`src/rtl/muladd_pkg.sv`:
```
package muladd_pkg;
  // Strobes from the controller to the datapath, all active high.
  typedef struct packed {
    logic ldIn;    // capture all four operand ports
    logic ldX;     // capture product stage into x
    logic ldY;     // adder result -> y (demux side 0)
    logic ldZ;     // adder result -> z (demux side 1)
    logic addSel;  // 0: adder sees c,d ; 1: adder sees x,y ; also demux select
  } strobe_t;
endpackage

```
`src/rtl/muladd_ctrl.sv`:
```
module muladd_ctrl
  import muladd_pkg::*;
(
  input  logic    clk,
  input  logic    rst,
  input  logic    overlapMode,
  input  logic    inValid,
  output logic    inReady,
  output strobe_t strobes
);
  localparam int STAGES = 4;

  typedef enum logic [1:0] {PH_LOAD, PH_MID, PH_LAST} phase_t;

  phase_t             phase, phaseNext;
  logic [STAGES:1]    inFlight;   // bit k: a set accepted k cycles ago

  always_comb begin
    case (phase)
      PH_LOAD: phaseNext = PH_MID;
      PH_MID:  phaseNext = overlapMode ? PH_LOAD : PH_LAST;
      default: phaseNext = PH_LOAD;
    endcase
  end

  assign inReady = (phase == PH_LOAD);

  always_ff @(posedge clk) begin
    if (rst) begin
      phase    <= PH_LOAD;
      inFlight <= '0;
    end else begin
      phase    <= phaseNext;
      inFlight <= {inFlight[STAGES-1:1], strobes.ldIn};
    end
  end

  always_comb begin
    strobes.ldIn = inValid && inReady;
    strobes.ldX  = inFlight[2];
    if (overlapMode) begin
      // phase A: product capture and c+d together; phase B: x+y
      strobes.ldY    = inFlight[2];
      strobes.ldZ    = inFlight[3];
      strobes.addSel = inFlight[3];
    end else begin
      // one step per cycle: x, then y, then z
      strobes.ldY    = inFlight[3];
      strobes.ldZ    = inFlight[4];
      strobes.addSel = inFlight[4];
    end
  end
endmodule

```
`src/rtl/muladd_dp.sv`:
```
module muladd_dp
  import muladd_pkg::*;
#(
  parameter int W = 8
) (
  input  logic              clk,
  input  logic              rst,
  input  strobe_t           strobes,
  input  logic [W-1:0]      aIn,
  input  logic [W-1:0]      bIn,
  input  logic [W-1:0]      cIn,
  input  logic [W-1:0]      dIn,
  output logic [2*W:0]      zOut,
  output logic              outValid
);
  localparam int PW = 2 * W;
  localparam int YW = W + 1;
  localparam int ZW = 2 * W + 1;
  localparam int NOPS = 4;

  logic [W-1:0]  opIn  [NOPS];
  logic [W-1:0]  opReg [NOPS];
  logic [PW-1:0] prodStage, xReg;
  logic [YW-1:0] yReg;
  logic [ZW-1:0] zReg, addL, addR, sum;

  assign opIn[0] = aIn;
  assign opIn[1] = bIn;
  assign opIn[2] = cIn;
  assign opIn[3] = dIn;

  for (genvar i = 0; i < NOPS; i++) begin : g_opnd
    always_ff @(posedge clk) begin
      if (rst)               opReg[i] <= '0;
      else if (strobes.ldIn) opReg[i] <= opIn[i];
    end
  end

  // Two-cycle multiplier: stage register, then x.
  always_ff @(posedge clk) begin
    if (rst) begin
      prodStage <= '0;
      xReg      <= '0;
    end else begin
      prodStage <= PW'(opReg[0]) * PW'(opReg[1]);
      if (strobes.ldX) xReg <= prodStage;
    end
  end

  // Input multiplexers of the single shared adder.
  always_comb begin
    if (strobes.addSel) begin
      addL = {{(ZW-PW){1'b0}}, xReg};
      addR = {{(ZW-YW){1'b0}}, yReg};
    end else begin
      addL = {{(ZW-W){1'b0}}, opReg[2]};
      addR = {{(ZW-W){1'b0}}, opReg[3]};
    end
  end

  assign sum = addL + addR;

  // Result demultiplexer.
  always_ff @(posedge clk) begin
    if (rst) begin
      yReg     <= '0;
      zReg     <= '0;
      outValid <= 1'b0;
    end else begin
      if (strobes.ldY && !strobes.addSel) yReg <= sum[YW-1:0];
      if (strobes.ldZ && strobes.addSel)  zReg <= sum;
      outValid <= strobes.ldZ;
    end
  end

  assign zOut = zReg;
endmodule

```
`src/rtl/shared_muladd.sv`:
```
module shared_muladd
  import muladd_pkg::*;
#(
  parameter int W = 8
) (
  input  logic         clk,
  input  logic         rst,
  input  logic         overlapMode,
  input  logic         inValid,
  output logic         inReady,
  input  logic [W-1:0] aIn,
  input  logic [W-1:0] bIn,
  input  logic [W-1:0] cIn,
  input  logic [W-1:0] dIn,
  output logic [2*W:0] zOut,
  output logic         outValid
);
  strobe_t strobes;

  muladd_ctrl u_ctrl (
    .clk(clk), .rst(rst), .overlapMode(overlapMode),
    .inValid(inValid), .inReady(inReady), .strobes(strobes)
  );

  muladd_dp #(.W(W)) u_dp (
    .clk(clk), .rst(rst), .strobes(strobes),
    .aIn(aIn), .bIn(bIn), .cIn(cIn), .dIn(dIn),
    .zOut(zOut), .outValid(outValid)
  );
endmodule

```
`config.mk`:
```
export PLATFORM = sky130hd
export DESIGN_NAME = shared_muladd
export DESIGN_NICKNAME = d
export VERILOG_FILES = /design/src/rtl/muladd_pkg.sv /design/src/rtl/muladd_ctrl.sv /design/src/rtl/muladd_dp.sv /design/src/rtl/shared_muladd.sv
export SDC_FILE = /design/constraint.sdc
export NUM_CORES = 1
export LEC_CHECK = 0
export BUFFER_PORTS_ARGS = -buffer_cell sky130_fd_sc_hd__buf_2
export CORE_MARGIN = 4
export CORE_UTILIZATION = 30
export DETAILED_ROUTE_END_ITERATION = 12
export PLACE_DENSITY_LB_ADDON = 0.08
export SETUP_SLACK_MARGIN = 0.1
export SLEW_MARGIN = 20
export SYNTH_ARGS = -nofsm -noshare
export SYNTH_HDL_FRONTEND = slang
export SYNTH_SLANG_ARGS = --single-unit
```
`constraint.sdc`:
```
create_clock -name clk -period 3.8 [get_ports clk]
set_input_delay 0.19 -clock clk [delete_from_list [all_inputs] [get_ports clk]]
set_output_delay 0.19 -clock clk [all_outputs]
set_load 0.005 [all_outputs]
```
Word level (Yosys, flattened, before mapping)

Memory sizes are Yosys's and may differ from the RTL's.
Index checks and enable logic that the tools add are counted.

Register bits after elaboration: 65
Bits in latches: 0
Bits in writable memories: 32
Memory bits (read-only): 0
Bits of input ports: 36
Output and inout port bits: 19
Logic and storage cells: 34
Memories kept: 1

Memories:

| name       | words | bits a word | read ports | clocked after memory_dff | write ports | line            | RTL |
|---|---|---|---|---|---|---|---|
| u_dp.opReg | 4     | 8           | 4          | 0                        | 4           | muladd_dp.sv:22 | `logic [W-1:0] opReg [NOPS];` |

Add/subtract/negate cells: 1
Multipliers: 1
Divide/modulo/power cells: 0
$lt $le $gt $ge: 0
Eq/ne operators: 1
Shift operators: 0
Multiplexer cells: 14
Bitwise logic cells: 4
Reductions and logical operators: 5

Operators by type and width:

| kind               | count |
|---|---|
| $mux 8             | 4 |
| $add 16x9->17      | 1 |
| $mul 8x8->16       | 1 |
| $mux 16            | 1 |
| $mux 9             | 1 |
| $mux 1             | 5 |
| $or 1x1->1         | 4 |
| $pmux 2 s2         | 1 |
| $logic_and 1x1->1  | 3 |
| $mux 3             | 1 |
| $eq 2x1->1 const B | 1 |
| $logic_not 2->1    | 1 |
| $mux 2             | 1 |
| $logic_not 1->1    | 1 |

Depth between registers and ports, before layout

Gate-level depths: netlist (run 1).

Depth in word-level cells: 6
Gate-level depth with buffers: 16
Depth with buffers taken out: 16

Cells and area by module

A second synthesis (run 1) with hierarchy kept.

Cell total of the unflattened synthesis: 615
Area, all modules: 6140.9 um2

By module, submodules not included:

| module      | times used | cells each | area each (um2) | seq. area each (um2) |
|---|---|---|---|---|
| muladd_dp   | 1          | 597        | 5930.7          | 2142.1 |
| muladd_ctrl | 1          | 18         | 210.2           | 120.1 |

Least setup slack after synthesis (run 1)

OpenSTA, ideal clock, no wires.

Path kind: flip-flop to flip-flop
From: memory u_dp.opReg[0][2]
To: register u_dp.prodStage[15]
Setup time: 0.128 ns
Arrival: 3.993 ns
Required time: 3.672 ns
Slack: -0.321 ns
Cell stages (with the launch flop): 14
Path buffers: 0
Clock period less this slack: 4.121 ns
Path through: edfxtp_1 and2_1 fa_1 fa_1 fa_1 inv_1 fa_1 inv_1 ha_1 or4_1 o211ai_1 a21oi_1 xnor2_1 nor2_1

RTL lines:

| element              | line            | RTL |
|---|---|---|
| start, declared      | muladd_dp.sv:22 |  |
| end signal, assigned | muladd_dp.sv:45 | `prodStage <= PW'(opReg[0]) * PW'(opReg[1]);` |
| end, declared        | muladd_dp.sv:23 | `logic [PW-1:0] prodStage, xReg;` |

==> results of run 1 <==
[per-stage QoR]
stage | util | setup slack [ns] | setup TNS [ns]
2_1_floorplan | - | -0.1074 | -0.2585
3_3_place_gp | 0.3517 | -0.3377 | -1.873
3_5_place_dp | 0.3517 | -0.3777 | -2.192
4_1_cts | 0.3764 | -0.2918 | -1.341
5_1_grt | 0.3810 | -0.4536 | -2.490
6_report | 0.3810 | -0.3092 | -1.303
[kinds of logic after synthesis]
family | share of synthesized area
DFF | 0.3742
and+or+nand+nor | 0.2190
muxes | 0.04325
buffers and inverters | 0.04574
AOI/OAI and AO/OA | 0.07761
adders and majority gates | 0.2156
xor gates and xnor gates | 0.02463
[synth_stat cells (all sizes together), types with 18 or more instances]
cell type / number / area [um^2]
nor2: 54 / 202.7
inv: 50 / 187.7
nand2: 80 / 300.3
dfxtp: 65 / 1301
and3: 35 / 219.0
fa: 37 / 740.7
mux2i: 25 / 250.2
clkbuf: 20 / 75.07
a21oi: 18 / 90.09
and2: 55 / 344.1
ha: 45 / 563.0
edfxtp: 32 / 960.9
[repair_timing]
action	4_1_cts	5_1_grt
resized for setup	30	21
setup buffers	11	4
pin swaps	52	25
endpoints found under the setup margin	9	10
[critical path: cells and delay by family (launching register included)]
family          cells  cell delay, ns
compound gates      2            0.36
buf+inv             3            0.27
simple gates        3            0.66
flops               1            0.52
xor+xnor            1            0.16
fa+ha+maj           5            2.04
[metal layers]
layer	share of wire	up-vias
li1	-	2298
met1	0.49	2108
met2	0.47	63
met3	0.031	10
met4	0.0096	0
met5	0	-
[flip-flops by register name, summed over array words and instances, names as in the netlist]
name,flops
u_ctrl.inFlight,4
u_ctrl.phase,2
u_dp.opReg,32
u_dp.outValid,1
u_dp.prodStage,16
u_dp.xReg,16
u_dp.yReg,9
u_dp.zOut,17
[cell usage in the layout (no fill, tap or decap), types with 24 or more instances in the layout]
cell	n
ha_1	38
and3_1	35
and2_1	39
nor2_1	52
edfxtp_1	32
buf_2	54
inv_1	45
dfxtp_1	65
fa_1	34
mux2i_1	24
buf_4	48
nand2_1	79
[cell type report]
cell class	instances	area [um^2]	area share
inverters	50	187.7	0.02507
repair buffers	109	709.4	0.09475
well taps	265	331.6	0.04428
flip-flops and latches	97	2262	0.3021
multi-input cells	454	3724	0.4973
clock buffers	11	232.7	0.03108
clock inverters	5	40.04	0.005348
[power groups by stage]
stage                     sequential [mW]  clock, mW  combinational (mW)
after floorplan                      1.19          0               0.406
after CTS                            1.19      0.887               0.652
after detailed placement             1.21          0               0.590
after global placement               1.21          0               0.588
after global routing                 1.19      0.929               0.758
final                                1.19      0.855               0.664
[worst min-delay path by stage]
stage / startpoint / endpoint / slack, ns / depth (start not counted)
floorplan: overlapMode / u_ctrl.phase[1]$_SDFF_PP0_ / 0.27 / 1
global placement: u_ctrl.inFlight[1]$_SDFF_PP0_ / u_ctrl.inFlight[2]$_SDFF_PP0_ / 0.42 / 1
detailed placement: u_ctrl.inFlight[1]$_SDFF_PP0_ / u_ctrl.inFlight[2]$_SDFF_PP0_ / 0.43 / 1
CTS: overlapMode / u_ctrl.phase[1]$_SDFF_PP0_ / 0.1 / 2
global route: overlapMode / u_ctrl.phase[1]$_SDFF_PP0_ / 0.12 / 2
finish: overlapMode / u_ctrl.phase[1]$_SDFF_PP0_ / 0.12 / 2
==> results_dict.tcl, run 1 <==
set metrics [dict create \
    status "complete, but fails checks" \
    failed_checks "setup timing" \
    switchingPower_mw 0.7871 \
    reg2reg_from "u_dp.opReg[1][4]$_SDFFCE_PN0P_" \
    drive_above_1_share 0.2438 \
    die_x_um 150.0 \
    wirelength_um 13270 \
    diodes 0 \
    setup_viol_count_final 6 \
    grt_remaining_overflow 0 \
    crit_type "reg2reg" \
    hold_viol 0 \
    rsz0062_at_grt "yes" \
    power_density_nw_per_um2 361.3 \
    clkPwrFrac 0.316 \
    place_area_um2 6912 \
    hpwl_um 10200 \
    hold_class "in2reg" \
    arrival_ns 4.34 \
    clk_latency_ns 0.35 \
    tightestPinTransition_ns 0.8703 \
    ant_nets 0 \
    area_growth_pct 23.84 \
    critPathLaunchType "flip-flop" \
    drt_first_pass_iters 4 \
    synthCells 624 \
    endpoint "u_dp.prodStage[15]$_SDFF_PP0_" \
    clock_sinks 97 \
    worst-r2r-cell-count 14 \
    maxCapViolCount 0 \
    switching_share 0.2910 \
    portBuffers 54 \
    die_area_um2 22490 \
    grt_pass1_vias 4473 \
    hold-worst-slack_ns 0.1223 \
    avgRoutedWirePerCell_um 13.39 \
    core-area_um2 19650 \
    min_period_over_period 1.081 \
    grt_pass1_wl_um 22110 \
    drv_slew 0 \
    slew_headroom 0.4198 \
    cts_buffers 9 \
    r2r_slack_ns -0.31 \
    ys_ff_latch 97 \
    comb_power_share 0.245 \
    cts_max_path_buffers 2 \
    num_rows 51 \
    p_total_mw 2.705 \
    syn_nets 742 \
    nets 839 \
    grtUsageMet3 0.02907 \
    power.internal_mw 1.918 \
    worstPathRequired_ns 4.03 \
    via_count 4479 \
    cp_cell_sequence "buf_6 > and2_4 > fa_1 > fa_1 > fa_1 > inv_1 > fa_1 > inv_1 > ha_2 > or4_4 > o211ai_1 > a21oi_1 > xnor2_1 > nor2_1" \
    cts_root_buf "clkbuf_16" \
    met2_usage 0.2018 \
    synth.distinct_cells 48 \
    ys_seq_area_frac 0.3742 \
    period_minus_slack_ns 4.109 \
    drt_iter0_markers 138 \
    cp_slowest_cell "edfxtp_1" \
    fillers 2045 \
    async_flop_share 0 \
    ctsHoldBuffers 0 \
    grt_busiest_layer "met2" \
    grt_start_max_net_pins 44 \
    synth_ff_type "dfxtp_1" \
    design_area_um2 7487 \
    startpoint "u_dp.opReg[1][4]$_SDFFCE_PN0P_" \
    p_leak_nw 3.467 \
    met1_usage 0.1633 \
    avgSynthCellArea_um2 9.689 \
    vias_per_cell 4.520 \
    antenna_found_initial 0 \
    htree_levels 3 \
    setup_ws_ns -0.3092 \
    path_clk_slew_ns 0.07 \
    max_stage_delay_ns 0.52 \
    crit_fanout 6 \
    grt_usage 0.1223 \
    finalNonFillerCells 991 \
    reg2reg_to "u_dp.prodStage[15]$_SDFF_PP0_" \
    die_h_um 150.0 \
    cp-end-kind "flip-flop" \
    worst_path_most_repeated_cell "fa_1" \
    drc 0 \
    ys_warn_count 0 \
    dpl.cell_count 961 \
    place_congestion 0.8730 \
    syn_area_um2 6046 \
    power_frac_seq 0.438 \
    max_freq_mhz 243.4 \
    cts_tree "done" \
    start_util 0.3076 \
    skew_ns 0.005359 \
    ir_drop_uv 217.1 \
    synth_edf_count 32 \
    ioPinCount 55 \
]
No activity file was read; power rests on OpenSTA's default activity.
==> inputs of run 2 (changes only) <==
clock period = 5.3 ns   (was 3.8 ns; I/O delays follow)
==> run 2 against run 1 <==
- sequential share of layout area up 2.6 points
- final cell count decreased by 5.1%
- the run now ends clean
- via count decreased by 5.6%
- hold slack gained 0.070 ns
- wire length fell by 2.5%
- largest power group unchanged
- critical endpoint unchanged
- critical path depth fell by 1
- sequential cell count stayed put
- core utilization down 3.0 points
- clock power fell by 25%
- non-clock buffer count down 50
==> results_dict.tcl, run 2 (synthesis gave the netlist of run 1 again) <==
set metrics [dict create \
    regMostFlops "u_dp.opReg" \
    avgRoutedWirePerCell_um 13.76 \
    tightestPinTransition_ns 0.8076 \
    place_congestion 0.7988 \
    die_h_um 150.0 \
    area_growth_pct 14.05 \
    ant_nets 0 \
    dpl.cell_count 925 \
    drt_first_pass_iters 4 \
    maxCapViolCount 0 \
    fin_setup_tns_ns 0 \
    clock_sinks 97 \
    largest_reg_flops 32 \
    cts_buffers 9 \
    cts_max_path_buffers 2 \
    p_leak_nw 3.203 \
    ctsHoldBuffers 0 \
    hold_class "in2reg" \
    hold_viol 0 \
    path_clk_slew_ns 0.07 \
    grt_remaining_overflow 0 \
    drc 0 \
    vias_per_cell 4.497 \
    core-area_um2 19650 \
    cts_resized 0 \
    num_rows 51 \
    cp-end-kind "flip-flop" \
    wirelength_um 12930 \
    multiInputGateArea_um2 3520 \
    die_x_um 150.0 \
    diodes 0 \
    grt_start_max_net_pins 50 \
    grt_pass1_wl_um 21850 \
    fillers 2085 \
    ir_drop_uv 144.1 \
    regArea_um2 2262 \
    nets 789 \
    htree_levels 3 \
    cts_tree "done" \
    grt_usage 0.1215 \
    via_count 4227 \
    power_density_nw_per_um2 269.1 \
    cts_root_buf "clkbuf_16" \
    drv_slew 0 \
    die_area_um2 22490 \
    grt_pass1_vias 4373 \
    status "completed" \
    crit_fanout 8 \
    slew_headroom 0.4616 \
    postCtsSetupBuffers 0 \
    layout_commonest_cell "nand2_1" \
    rsz0062_at_grt "no" \
    ioPinCount 55 \
    portBuffers 54 \
    critPathLaunchType "flip-flop" \
    max_freq_mhz 228.8 \
    p_total_mw 1.855 \
    period_minus_slack_ns 4.372 \
    min_period_over_period 0.8248 \
    skew_ns 0.01052 \
    start_util 0.3076 \
    drt_iter0_markers 89 \
    final_core_util 0.3508 \
    antenna_found_initial 0 \
    hpwl_um 9970 \
    arrival_ns 4.60 \
    setup_viol_count_final 0 \
    clk_latency_ns 0.35 \
    worstPathRequired_ns 5.52 \
    crit_type "reg2reg" \
    drive_above_1_share 0.1215 \
    final_cell_mix "nand2_1, dfxtp_1, and2_1" \
    finalNonFillerCells 940 \
]
run 2: critical path, stage by stage (launching register included):
cell and delay, ns:
edfxtp_1 0.48, and2_1 0.23, fa_1 0.51, fa_1 0.52
fa_1 0.55, inv_1 0.06, fa_1 0.52, inv_1 0.04
ha_1 0.22, or4_1 0.53, o211ai_1 0.24, a21oi_1 0.12
xnor2_1 0.18, nor2_1 0.05
run 2: final timing paths:
kind,start,endpoint,depth (start not counted),slack [ns]
worst max-delay path,u_dp.opReg[0][1]$_SDFFCE_PN0P_,u_dp.prodStage[15]$_SDFF_PP0_,13,0.93
worst min-delay path,overlapMode,u_ctrl.phase[1]$_SDFF_PP0_,2,0.19
worst max register to register,u_dp.opReg[0][1]$_SDFFCE_PN0P_,u_dp.prodStage[15]$_SDFF_PP0_,13,0.93
worst min register to register,u_ctrl.inFlight[1]$_SDFF_PP0_,u_ctrl.inFlight[2]$_SDFF_PP0_,1,0.44
run 2: routing by layer:
layer,track usage,vias up,routed length [um]
met1,0.1684,1973,6405
met4,0.03614,0,168
li1,-,2182,-
met2,0.1908,59,5884
met3,0.02604,13,473
met5,0,-,0
run 2: area by class of cell:
class                   instances  share of cell area
repair buffers                 59             0.04464
clock inverters                 4            0.004718
inverters                      50             0.02722
flip-flops and latches         97              0.3281
well taps                     265             0.04809
clock buffers                  11             0.03684
multi-input cells             454              0.5104
run 2: per-stage QoR:
step / setup WS (ns) / area, um^2 / hold WS (ns)
after floorplan: 1.179 / 6046 / 0.3443
after global placement: 0.9739 / 6605 / 0.4186
after detailed placement: 0.8822 / 6609 / 0.4318
after CTS: 0.8826 / 6895 / 0.1741
after global routing: 0.6783 / 6895 / 0.1938
final: 0.9285 / 6895 / 0.1924
run 2: power by group:
group          total, mW  internal (mW)  switching [mW]
clock              0.637          0.350           0.287
combinational      0.365          0.159           0.206
sequential         0.854          0.819          0.0343
==> inputs of run 3 (changes only) <==
clock period = 3.7 ns   (was 5.3 ns; I/O delays follow)
==> run 3 against run 2 <==
- the run now ends with setup timing left
- critical path depth increased by 2
- critical path type unchanged
- fmax increased by 5.4%
- count of clock-buffer cells in the layout unchanged
- clock skew decreased by 0.0013 ns
- register-to-register slack got worse by 1.4 ns
==> results_dict.tcl, run 3 (synthesis gave the netlist of run 1 again) <==
set metrics [dict create \
    cp_cell_sequence "and2_4 > fa_1 > fa_1 > fa_1 > inv_1 > fa_1 > inv_2 > ha_4 > buf_4 > a21oi_4 > a21bo_1 > o211ai_1 > a21boi_1 > o21a_1 > nor3_2" \
    grt_pass1_vias 4529 \
    worst_path_most_repeated_cell "fa_1" \
    cts_tree "done" \
    die_h_um 150.0 \
    setup_viol_count_final 9 \
    cts_max_path_buffers 2 \
    max_freq_mhz 241.0 \
    portBuffers 54 \
    largest_reg_flops 32 \
    die_area_um2 22490 \
    setup_ws_ns -0.4487 \
    p_leak_nw 3.469 \
    worstPathRequired_ns 3.97 \
    grt_remaining_overflow 0 \
    crit_fanout 5 \
    maxCapViolCount 0 \
    min_period_over_period 1.121 \
    regMostFlops "u_dp.opReg" \
    hpwl_um 10670 \
    grt_pass1_wl_um 22650 \
    layout_commonest_cell "nand2_1" \
    clk_latency_ns 0.35 \
    max_stage_delay_ns 0.57 \
    avgRoutedWirePerCell_um 13.80 \
    place_ws_ns -0.5409 \
    power_density_nw_per_um2 373.7 \
    ir_drop_uv 217.4 \
    htree_levels 3 \
    hold_class "in2reg" \
    period_minus_slack_ns 4.149 \
    min_from "overlapMode" \
    final_cell_mix "nand2_1, dfxtp_1, buf_2" \
    drt_first_pass_iters 4 \
    finalNonFillerCells 991 \
    area_growth_pct 23.34 \
    rsz0062_at_grt "yes" \
    via_count 4443 \
    status "complete, but fails checks" \
    crit_type "reg2reg" \
    drc 0 \
    wirelength_um 13670 \
    start_util 0.3076 \
    cp_slowest_cell "fa_1" \
    drt_iter0_markers 129 \
    critPathLaunchType "flip-flop" \
    place_congestion 0.8659 \
    die_x_um 150.0 \
    vias_per_cell 4.483 \
    ant_nets 0 \
    antenna_found_initial 0 \
    path_clk_slew_ns 0.07 \
    slew_headroom 0.5182 \
    cts_buffers 9 \
    final_core_util 0.3794 \
    cp-end-kind "flip-flop" \
    nets 839 \
    reg2reg_from "u_dp.opReg[1][4]$_SDFFCE_PN0P_" \
    skew_ns 0.009254 \
    diodes 0 \
    ioPinCount 55 \
    tightestPinTransition_ns 0.7226 \
    drive_above_1_share 0.2287 \
    hold_viol 0 \
    dpl.cell_count 965 \
    failed_checks "setup timing" \
    cts_root_buf "clkbuf_16" \
    hold-worst-slack_ns 0.1215 \
    startpoint "u_dp.opReg[1][4]$_SDFFCE_PN0P_" \
    clock_sinks 97 \
    drv_slew 0 \
    core-area_um2 19650 \
    arrival_ns 4.42 \
    grt_usage 0.1260 \
    grt_start_max_net_pins 39 \
    num_rows 51 \
]
-- run 3: cell types whose count changed in the layout (fill, tap and decap cells not counted), moves of 3 or more --
cell / delta
a211oi_1: -3
and2_1: -10
and2_4: +10
buf_4: +45
buf_6: +3
fa_1: -3
fa_2: +3
ha_1: -7
ha_2: +3
ha_4: +4
inv_1: -3
inv_2: +3
-- run 3: power by group --
group	internal [mW]	total, mW	switching [mW]
Clock	0.462	0.875	0.413
Sequential	1.17	1.22	0.0448
Combinational	0.337	0.693	0.356
Total	1.97	2.79	0.814
-- run 3: worst max-delay path, delay by kind of cell, from the launching register on --
kind / cells / cell delay [ns]
buffers and inverters: 3 / 0.23
adder cells (fa/ha/maj): 5 / 2.17
AO/OA/AOI/OAI: 5 / 0.83
flip-flops: 1 / 0.47
AND/OR/NAND/NOR: 2 / 0.36
-- run 3: layer usage --
layer / wire (um) / vias to the layer above / share of wire / global-route usage
met1: 6559 / 2077 / 0.48 / 0.1663
met4: 188 / 0 / 0.014 / 0.04300
met3: 474 / 13 / 0.035 / 0.02392
met5: 0 / - / 0 / 0
li1: - / 2282 / - / -
met2: 6449 / 71 / 0.47 / 0.2075
-- run 3: layout make-up --
cell class                      count  area, um^2
Clock inverter                      5       37.54
Tap cell                          265       331.6
Fill cell                        2027       12200
Clock buffer                       11       232.7
Multi-Input combinational cell    454        3686
Sequential cell                    97        2262
Timing Repair Buffer              109       719.4
Inverter                           50       187.7
-- run 3: per-stage QoR --
stage | area [um^2] | total power [mW] | setup TNS (ns)
2_1_floorplan | 6097 | 1.651 | -0.7431
3_3_place_gp | 6982 | 1.868 | -2.997
3_5_place_dp | 6985 | 1.875 | -3.090
4_1_cts | 7393 | 2.817 | -2.572
5_1_grt | 7457 | 2.966 | -4.020
6_report | 7457 | 2.787 | -2.546
-- run 3: path summary, 6_finish.rpt --
kind	endpoint	slack, ns	cells after the start
worst max-delay path	u_dp.prodStage[12]$_SDFF_PP0_	-0.45	15
worst max register to register	u_dp.prodStage[12]$_SDFF_PP0_	-0.45	15
worst min register to register	u_dp.zOut[6]$_SDFFE_PP0P_	0.45	2
worst min-delay path	u_ctrl.phase[1]$_SDFF_PP0_	0.12	2
-- run 3: timing repair --
action,in CTS,in global routing
hold buffers,0,0
endpoints found under the setup margin,10,10
pin swaps,23,15
setup buffers,8,2
resized for setup,20,9
endpoints found under the hold margin,0,0
